--- src/rtl/rtc_pkg.sv ---
package rtc_pkg;

  typedef struct packed {
    logic [7:0] yr;
    logic [3:0] mon;
    logic [4:0] dom;
    logic [2:0] dow;
    logic [4:0] hour;
    logic [5:0] min;
    logic [5:0] sec;
  } rtc_time_t;

  localparam logic [7:0] IX_SEC  = 8'h00;
  localparam logic [7:0] IX_MIN  = 8'h02;
  localparam logic [7:0] IX_HOUR = 8'h04;
  localparam logic [7:0] IX_DOW  = 8'h06;
  localparam logic [7:0] IX_DOM  = 8'h07;
  localparam logic [7:0] IX_MON  = 8'h08;
  localparam logic [7:0] IX_YEAR = 8'h09;
  localparam logic [7:0] IX_CTLA = 8'h0A;
  localparam logic [7:0] IX_CTLB = 8'h0B;
  localparam logic [7:0] IX_CTLC = 8'h0C;

  localparam logic [6:0] CTLA_LOW = 7'h26;
  localparam logic [7:0] CTLB_VAL = 8'h46;
  localparam logic [7:0] CTLC_VAL = 8'h00;

  // days in a month; the 1952 base is a leap year, so offset%4 decides
  function automatic logic [4:0] month_len(input logic [3:0] mon, input logic [7:0] yr_ofs);
    case (mon)
      4'd2:                   month_len = (yr_ofs[1:0] == 2'b00) ? 5'd29 : 5'd28;
      4'd4, 4'd6, 4'd9, 4'd11: month_len = 5'd30;
      default:                month_len = 5'd31;
    endcase
  endfunction

  // one-second step of the whole calendar
  function automatic rtc_time_t advance_second(input rtc_time_t t);
    rtc_time_t n;
    n = t;
    if (t.sec != 6'd59) begin
      n.sec = t.sec + 6'd1;
    end else begin
      n.sec = 6'd0;
      if (t.min != 6'd59) begin
        n.min = t.min + 6'd1;
      end else begin
        n.min = 6'd0;
        if (t.hour != 5'd23) begin
          n.hour = t.hour + 5'd1;
        end else begin
          n.hour = 5'd0;
          n.dow  = (t.dow == 3'd6) ? 3'd0 : t.dow + 3'd1;
          if (t.dom != month_len(t.mon, t.yr)) begin
            n.dom = t.dom + 5'd1;
          end else begin
            n.dom = 5'd1;
            if (t.mon != 4'd12) begin
              n.mon = t.mon + 4'd1;
            end else begin
              n.mon = 4'd1;
              n.yr  = t.yr + 8'd1;
            end
          end
        end
      end
    end
    return n;
  endfunction

  function automatic logic [7:0] ctla_byte(input logic uip);
    return {uip, CTLA_LOW};
  endfunction

endpackage

--- src/rtl/rtc_calendar.sv ---
module rtc_calendar
  import rtc_pkg::*;
#(
  parameter int SEC_CYCLES    = 125_000_000,
  parameter int UIP_CYCLES    = 30_500,
  parameter int INIT_SEC      = 0,
  parameter int INIT_MIN      = 0,
  parameter int INIT_HOUR     = 0,
  parameter int INIT_DOW      = 0,
  parameter int INIT_DOM      = 1,
  parameter int INIT_MON      = 1,
  parameter int INIT_YEAR_OFS = 54
) (
  input  logic      clk,
  input  logic      rst_n,
  output rtc_time_t now,
  output logic      uip
);

  localparam int SW = (SEC_CYCLES > 1) ? $clog2(SEC_CYCLES) : 1;
  localparam logic [SW-1:0] SLAST    = SW'(SEC_CYCLES - 1);
  localparam logic [SW-1:0] UIP_FROM = SW'(SEC_CYCLES - UIP_CYCLES);
  localparam rtc_time_t INIT_TIME = rtc_time_t'({8'(INIT_YEAR_OFS), 4'(INIT_MON), 5'(INIT_DOM),
                                                 3'(INIT_DOW), 5'(INIT_HOUR), 6'(INIT_MIN),
                                                 6'(INIT_SEC)});

  logic [SW-1:0] scnt;
  logic          sec_tick;

  assign sec_tick = (scnt == SLAST);
  assign uip      = (scnt >= UIP_FROM);

  always_ff @(posedge clk) begin
    if (!rst_n) begin
      scnt <= '0;
      now  <= INIT_TIME;
    end else begin
      scnt <= sec_tick ? '0 : scnt + 1'b1;
      if (sec_tick) now <= advance_second(now);
    end
  end

  assert_steady_R4: assert property (@(posedge clk) disable iff (!rst_n)
    !sec_tick |=> $stable(now)) else $error("time changed without a second tick");

  assert_sec_step_R4: assert property (@(posedge clk) disable iff (!rst_n)
    (sec_tick && now.sec != 6'd59) |=> (now.sec == $past(now.sec) + 6'd1))
    else $error("seconds did not step by one");

  assert_sec_wrap_R4: assert property (@(posedge clk) disable iff (!rst_n)
    (sec_tick && now.sec == 6'd59) |=> (now.sec == 6'd0 && now.min != $past(now.min)))
    else $error("seconds wrap did not carry");

  assert_fields_R5: assert property (@(posedge clk) disable iff (!rst_n)
    (now.mon >= 4'd1 && now.mon <= 4'd12 && now.dom >= 5'd1 && now.dow <= 3'd6))
    else $error("calendar field out of range");

  assert_uip_lead_R6: assert property (@(posedge clk) disable iff (!rst_n)
    $fell(uip) |-> $past(sec_tick)) else $error("update flag dropped without an update");

endmodule

--- src/rtl/rtc_irq_latch.sv ---
module rtc_irq_latch #(
  parameter int PER_CYCLES = 122_070
) (
  input  logic clk,
  input  logic rst_n,
  input  logic irq_ack,
  output logic irq
);

  localparam int PW = (PER_CYCLES > 1) ? $clog2(PER_CYCLES) : 1;
  localparam logic [PW-1:0] PLAST = PW'(PER_CYCLES - 1);

  logic [PW-1:0] pcnt;
  logic          per_tick;

  assign per_tick = (pcnt == PLAST);

  always_ff @(posedge clk) begin
    if (!rst_n) begin
      pcnt <= '0;
      irq  <= 1'b0;
    end else begin
      pcnt <= per_tick ? '0 : pcnt + 1'b1;
      if (per_tick)     irq <= 1'b1;
      else if (irq_ack) irq <= 1'b0;
    end
  end

  assert_set_R7: assert property (@(posedge clk) disable iff (!rst_n)
    per_tick |=> irq) else $error("tick did not raise irq");

  assert_hold_R7: assert property (@(posedge clk) disable iff (!rst_n)
    (irq && !irq_ack) |=> irq) else $error("irq dropped without ack");

  assert_quiet_R7: assert property (@(posedge clk) disable iff (!rst_n)
    (!irq && !per_tick) |=> !irq) else $error("irq rose without tick");

  assert_clear_R8: assert property (@(posedge clk) disable iff (!rst_n)
    (irq_ack && !per_tick) |=> !irq) else $error("ack did not clear irq");

endmodule

--- src/rtl/rtc_read_mux.sv ---
module rtc_read_mux
  import rtc_pkg::*;
(
  input  logic [7:0] idx,
  input  rtc_time_t  now,
  input  logic       uip,
  output logic [7:0] rd_byte,
  output logic       rd_bad
);

  always_comb begin
    rd_bad  = 1'b0;
    rd_byte = 8'h00;
    case (idx)
      IX_SEC:  rd_byte = {2'b00, now.sec};
      IX_MIN:  rd_byte = {2'b00, now.min};
      IX_HOUR: rd_byte = {3'b000, now.hour};
      IX_DOW:  rd_byte = {5'b00000, now.dow};
      IX_DOM:  rd_byte = {3'b000, now.dom};
      IX_MON:  rd_byte = {4'b0000, now.mon};
      IX_YEAR: rd_byte = now.yr;
      IX_CTLA: rd_byte = ctla_byte(uip);
      IX_CTLB: rd_byte = CTLB_VAL;
      IX_CTLC: rd_byte = CTLC_VAL;
      default: rd_bad  = 1'b1;
    endcase
  end

endmodule

--- src/rtl/rtc_index_regs.sv ---
module rtc_index_regs
  import rtc_pkg::*;
#(
  parameter int SEC_CYCLES    = 125_000_000,
  parameter int UIP_CYCLES    = 30_500,
  parameter int PER_CYCLES    = 122_070,
  parameter int INIT_SEC      = 0,
  parameter int INIT_MIN      = 0,
  parameter int INIT_HOUR     = 0,
  parameter int INIT_DOW      = 0,
  parameter int INIT_DOM      = 1,
  parameter int INIT_MON      = 1,
  parameter int INIT_YEAR_OFS = 54
) (
  input  logic       clk,
  input  logic       rst_n,
  input  logic       idx_wr,
  input  logic       data_rd,
  input  logic       data_wr,
  input  logic [7:0] wdata,
  input  logic       irq_ack,
  output logic [7:0] rdata,
  output logic       acc_err,
  output logic       irq
);

  rtc_time_t  now;
  logic       uip;
  logic [7:0] idx_q;
  logic [7:0] sel_byte;
  logic       sel_bad;

  rtc_calendar #(
    .SEC_CYCLES(SEC_CYCLES), .UIP_CYCLES(UIP_CYCLES),
    .INIT_SEC(INIT_SEC), .INIT_MIN(INIT_MIN), .INIT_HOUR(INIT_HOUR),
    .INIT_DOW(INIT_DOW), .INIT_DOM(INIT_DOM), .INIT_MON(INIT_MON),
    .INIT_YEAR_OFS(INIT_YEAR_OFS)
  ) u_cal (
    .clk(clk), .rst_n(rst_n), .now(now), .uip(uip)
  );

  rtc_irq_latch #(.PER_CYCLES(PER_CYCLES)) u_irq (
    .clk(clk), .rst_n(rst_n), .irq_ack(irq_ack), .irq(irq)
  );

  rtc_read_mux u_mux (
    .idx(idx_q), .now(now), .uip(uip), .rd_byte(sel_byte), .rd_bad(sel_bad)
  );

  always_ff @(posedge clk) begin
    if (!rst_n) begin
      idx_q   <= 8'h00;
      rdata   <= 8'h00;
      acc_err <= 1'b0;
    end else begin
      if (idx_wr)  idx_q <= wdata;
      if (data_rd) rdata <= sel_byte;
      acc_err <= data_wr | (data_rd & sel_bad);
    end
  end

  assert_wr_err_R9: assert property (@(posedge clk) disable iff (!rst_n)
    data_wr |=> acc_err) else $error("data write not flagged");

  assert_err_cause_R10: assert property (@(posedge clk) disable iff (!rst_n)
    acc_err |-> $past(data_wr || data_rd)) else $error("error without an access");

  assert_bad_zero_R10: assert property (@(posedge clk) disable iff (!rst_n)
    (data_rd && sel_bad) |=> (rdata == 8'h00 && acc_err)) else $error("bad read not zero");

  assert_rd_hold_R11: assert property (@(posedge clk) disable iff (!rst_n)
    !data_rd |=> $stable(rdata)) else $error("rdata changed without read");

endmodule

--- config.mk ---
export PLATFORM = sky130hd
export DESIGN_NAME = rtc_index_regs
export DESIGN_NICKNAME = d
export VERILOG_FILES = /design/src/rtl/rtc_pkg.sv /design/src/rtl/rtc_calendar.sv /design/src/rtl/rtc_irq_latch.sv /design/src/rtl/rtc_read_mux.sv /design/src/rtl/rtc_index_regs.sv
export SDC_FILE = /design/constraint.sdc
export NUM_CORES = 1
export LEC_CHECK = 0
export BUFFER_PORTS_ARGS = -buffer_cell sky130_fd_sc_hd__buf_2
export CELL_PAD_IN_SITES_DETAIL_PLACEMENT = 1
export CELL_PAD_IN_SITES_GLOBAL_PLACEMENT = 1
export CORE_UTILIZATION = 40
export DETAILED_ROUTE_END_ITERATION = 10
export PLACE_DENSITY = 0.74
export REMOVE_ABC_BUFFERS = 1
export SLEW_MARGIN = 25
export SYNTH_ARGS = -nofsm -noshare
export SYNTH_HDL_FRONTEND = slang
export SYNTH_SLANG_ARGS = --single-unit
--- constraint.sdc ---
create_clock -name clk -period 7.05 [get_ports clk]
set_input_delay 0.705 -clock clk [delete_from_list [all_inputs] [get_ports clk]]
set_output_delay 0.705 -clock clk [all_outputs]
set_load 0.02 [all_outputs]
==> metrics.txt <==
Cell variety after synth=roughly 60; ranking of synthesized cells by area=dfxtp_1 (40%), nor2_1 (6.3%), xor2_1 (5.3%); Reg2Reg Capture Point=u_cal.now[32]; critical path arrival=a little over 4 ns; layout cell share with drive strength beyond 1=roughly 8.4%; vias in the first global route=around 4400; VDD IR-drop max=around 100 uV; final setup violation count=0; CTS buffer count=9; count of pins over their slew limit=0; P&R area growth vs syn=12.0%; pre-CTS WS=3.29 ns; GP Congestion=around 0.79; Setup Skew=just over 0.007 ns; Sink Count=just under 100; wire length per cell=approximately 17 um; cell with the most instances after synthesis=dfxtp_1; worst skew pair latency=0.35 ns; R2R Setup Slk=3.29 ns; diodes inserted=0; H-tree levels=3; clock network power share=between 40% and 50%; postcts setup bufs=0; register clock-pin slew on the reported worst setup and hold paths=~0.070 ns; IO buf count=23; number of synthesized flops with an enable pin=0; initial detailed-routing violation count=230; sequential share of power=a little under half; Vias/cell=5.52; vias=4335; I/O pins=24; Initial Util=about two fifths; Hold-fix buffers, CTS=0; CTS tree=done; asr flop ratio synth=0%; Power per Cell Area=around 220 mW/mm^2; number of routed nets with antenna violations=0; Leakage=1.97 nW; P_int=~0.96 mW; R2R cell count=7; part of the cycle the worst path needs=53.3%; crit end category=register; Worst EP required=about 7.3 ns; clock buffer depth=2; Die Y=about 110 um; HPWL Detailed=around 9.5 mm; final WL=between 10 and 15 mm; syn avg cell area=between 8 and 9 sq um; Final nets=641; post-synthesis register bit count=99; area of the multi-input gates=about 0.0028 sq mm; post-cts gate resize count=0; FF/Latch Area=0.00198 sq mm; worst relative slew slack=about 40%; Worst Hold Class=reg2reg; Worst Setup Start Kind=register; final setup TNS=0 ns; first-pass GRT wire length=roughly 22 mm; Die Wd=between 100 and 150 um; post-route minimum period=roughly 3.8 ns; Fill cells=1452; worst slew pin tran=about 0.9 ns; initial antenna violation count=0; Net Switching=0.258 mW; max capacitance violation total=0; combinational share of power=~4%; pin count of the biggest net entering global routing=27; Crit Path Class=reg2reg; Core Region=approximately 0.012 sq mm; Seq/Total Area, Yosys=39.9%; CTS root buf=clkbuf_16; outcome=complete, no violations; Max Clk Rate=266 MHz; Main synth FF type=dfxtp_1; GRT Resource Usage Total=between 20% and 30%; Congestion Overflow GR=0; CP max FO=19; drt pass-1 iters=4; top cells by count, synth=dfxtp_1 (99), nor2_1 (83), nand2_1 (52); standard-cell rows=40; Final Hold Fails=0; Synthesis Warnings=0; DRC errors left=0; Synth area leader=dfxtp_1; Yosys top cell area share=39.9%; CP endpoint=u_cal.now[32]; FF-to-FF Start=u_cal.scnt[0]; Syn Inst Count=roughly 610; Hold WS=0.468 ns; Final WS setup=approximately 3.3 ns; RSZ-0062 raised after global routing=false; Worst setup startpoint=u_cal.scnt[0]; mapped cell area=between 0.004 and 0.005 sq mm; full die area=about 0.013 sq mm; switching share of total power=between 20% and 30%
==> layout by cell type (no fill, tap or decap), types with 9 or more instances in the layout <==
cell type / instances
and3_1: 9
mux2i_1: 11
xnor2_1: 16
nand3_1: 48
clkbuf_16: 9
nor2_1: 83
xor2_1: 30
dfxtp_1: 99
a21oi_1: 33
o21ai_0: 19
ha_1: 14
buf_2: 23
nor3_1: 17
or4_1: 10
nand4_1: 18
inv_1: 16
nand2_1: 52
==> worst max-delay path, cell delays in order, from the launching register on <==
cell,delay [ns]
dfxtp_1,0.42
ha_1,0.25
nand3_1,0.14
or4_1,0.70
nor4_4,0.66
or4b_1,0.80
or4_1,0.56
a21oi_1,0.15
==> sequential cells by signal, summed over array words and instances (netlist names) <==
signal and count:
u_cal.now 37, acc_err 1, u_cal.scnt 27, u_irq.irq 1
rdata 8, idx_q 8, u_irq.pcnt 17
==> power by group through the flow <==
stage | clock network, mW | registers (mW) | logic, mW
2_1_floorplan | 0 | 0.587 | 0.0281
3_3_place_gp | 0 | 0.589 | 0.0473
3_5_place_dp | 0 | 0.590 | 0.0490
4_1_cts | 0.604 | 0.577 | 0.0494
5_1_grt | 0.627 | 0.578 | 0.0544
6_report | 0.591 | 0.577 | 0.0483
==> logic make-up after synthesis <==
group	count (synthesis)	synth area share (%)
AND/OR/NAND/NOR	296	30.6
flip-flops	99	39.9
buffers and inverters	45	3.45
adder cells (fa/ha/maj)	14	3.53
AO/OA/AOI/OAI	92	11.7
multiplexers	13	2.67
XOR/XNOR	46	8.11
==> metrics by stage <==
step,utilization [%],instances,power [mW],instance area [sq um]
2_1_floorplan,-,577,0.616,4860
4_1_cts,46.1,786,1.23,5560
6_report,46.1,786,1.22,5560
5_1_grt,46.1,786,1.26,5560
3_3_place_gp,43.1,770,0.637,5200
3_5_place_dp,43.1,770,0.639,5200
==> layout make-up <==
class | instances | area share (%)
inverter | 17 | 1.15
sequential | 99 | 35.7
clock inverter | 4 | 1.71
timing repair buffer | 25 | 2.34
multi-input combinational | 461 | 50.6
tap | 168 | 3.78
clock buffer | 12 | 4.79
==> layer usage <==
| layer | track usage, % | part of all wire [%] | up-vias |
|---|---|---|---|
| li1 | - | - | 2162 |
| met1 | 26.5 | 47 | 2112 |
| met2 | 37.4 | 49 | 42 |
| met3 | 4.94 | 2.3 | 19 |
| met4 | 8.51 | 2.2 | 0 |
| met5 | 0 | 0 | - |
==> how the worst min path moves through the flow <==
stage | startpoint | to | slack, ns | cells past startpoint
after floorplan | u_irq.pcnt[0] | u_irq.pcnt[0] | 0.44 | 1
after global placement | rdata[1] | rdata[1] | 0.45 | 2
after detailed placement | rdata[1] | rdata[1] | 0.46 | 2
after CTS | rdata[1] | rdata[1] | 0.47 | 2
after global routing | rdata[1] | rdata[1] | 0.49 | 2
final | rdata[1] | rdata[1] | 0.47 | 2
(Power assumes the default switching activity.)
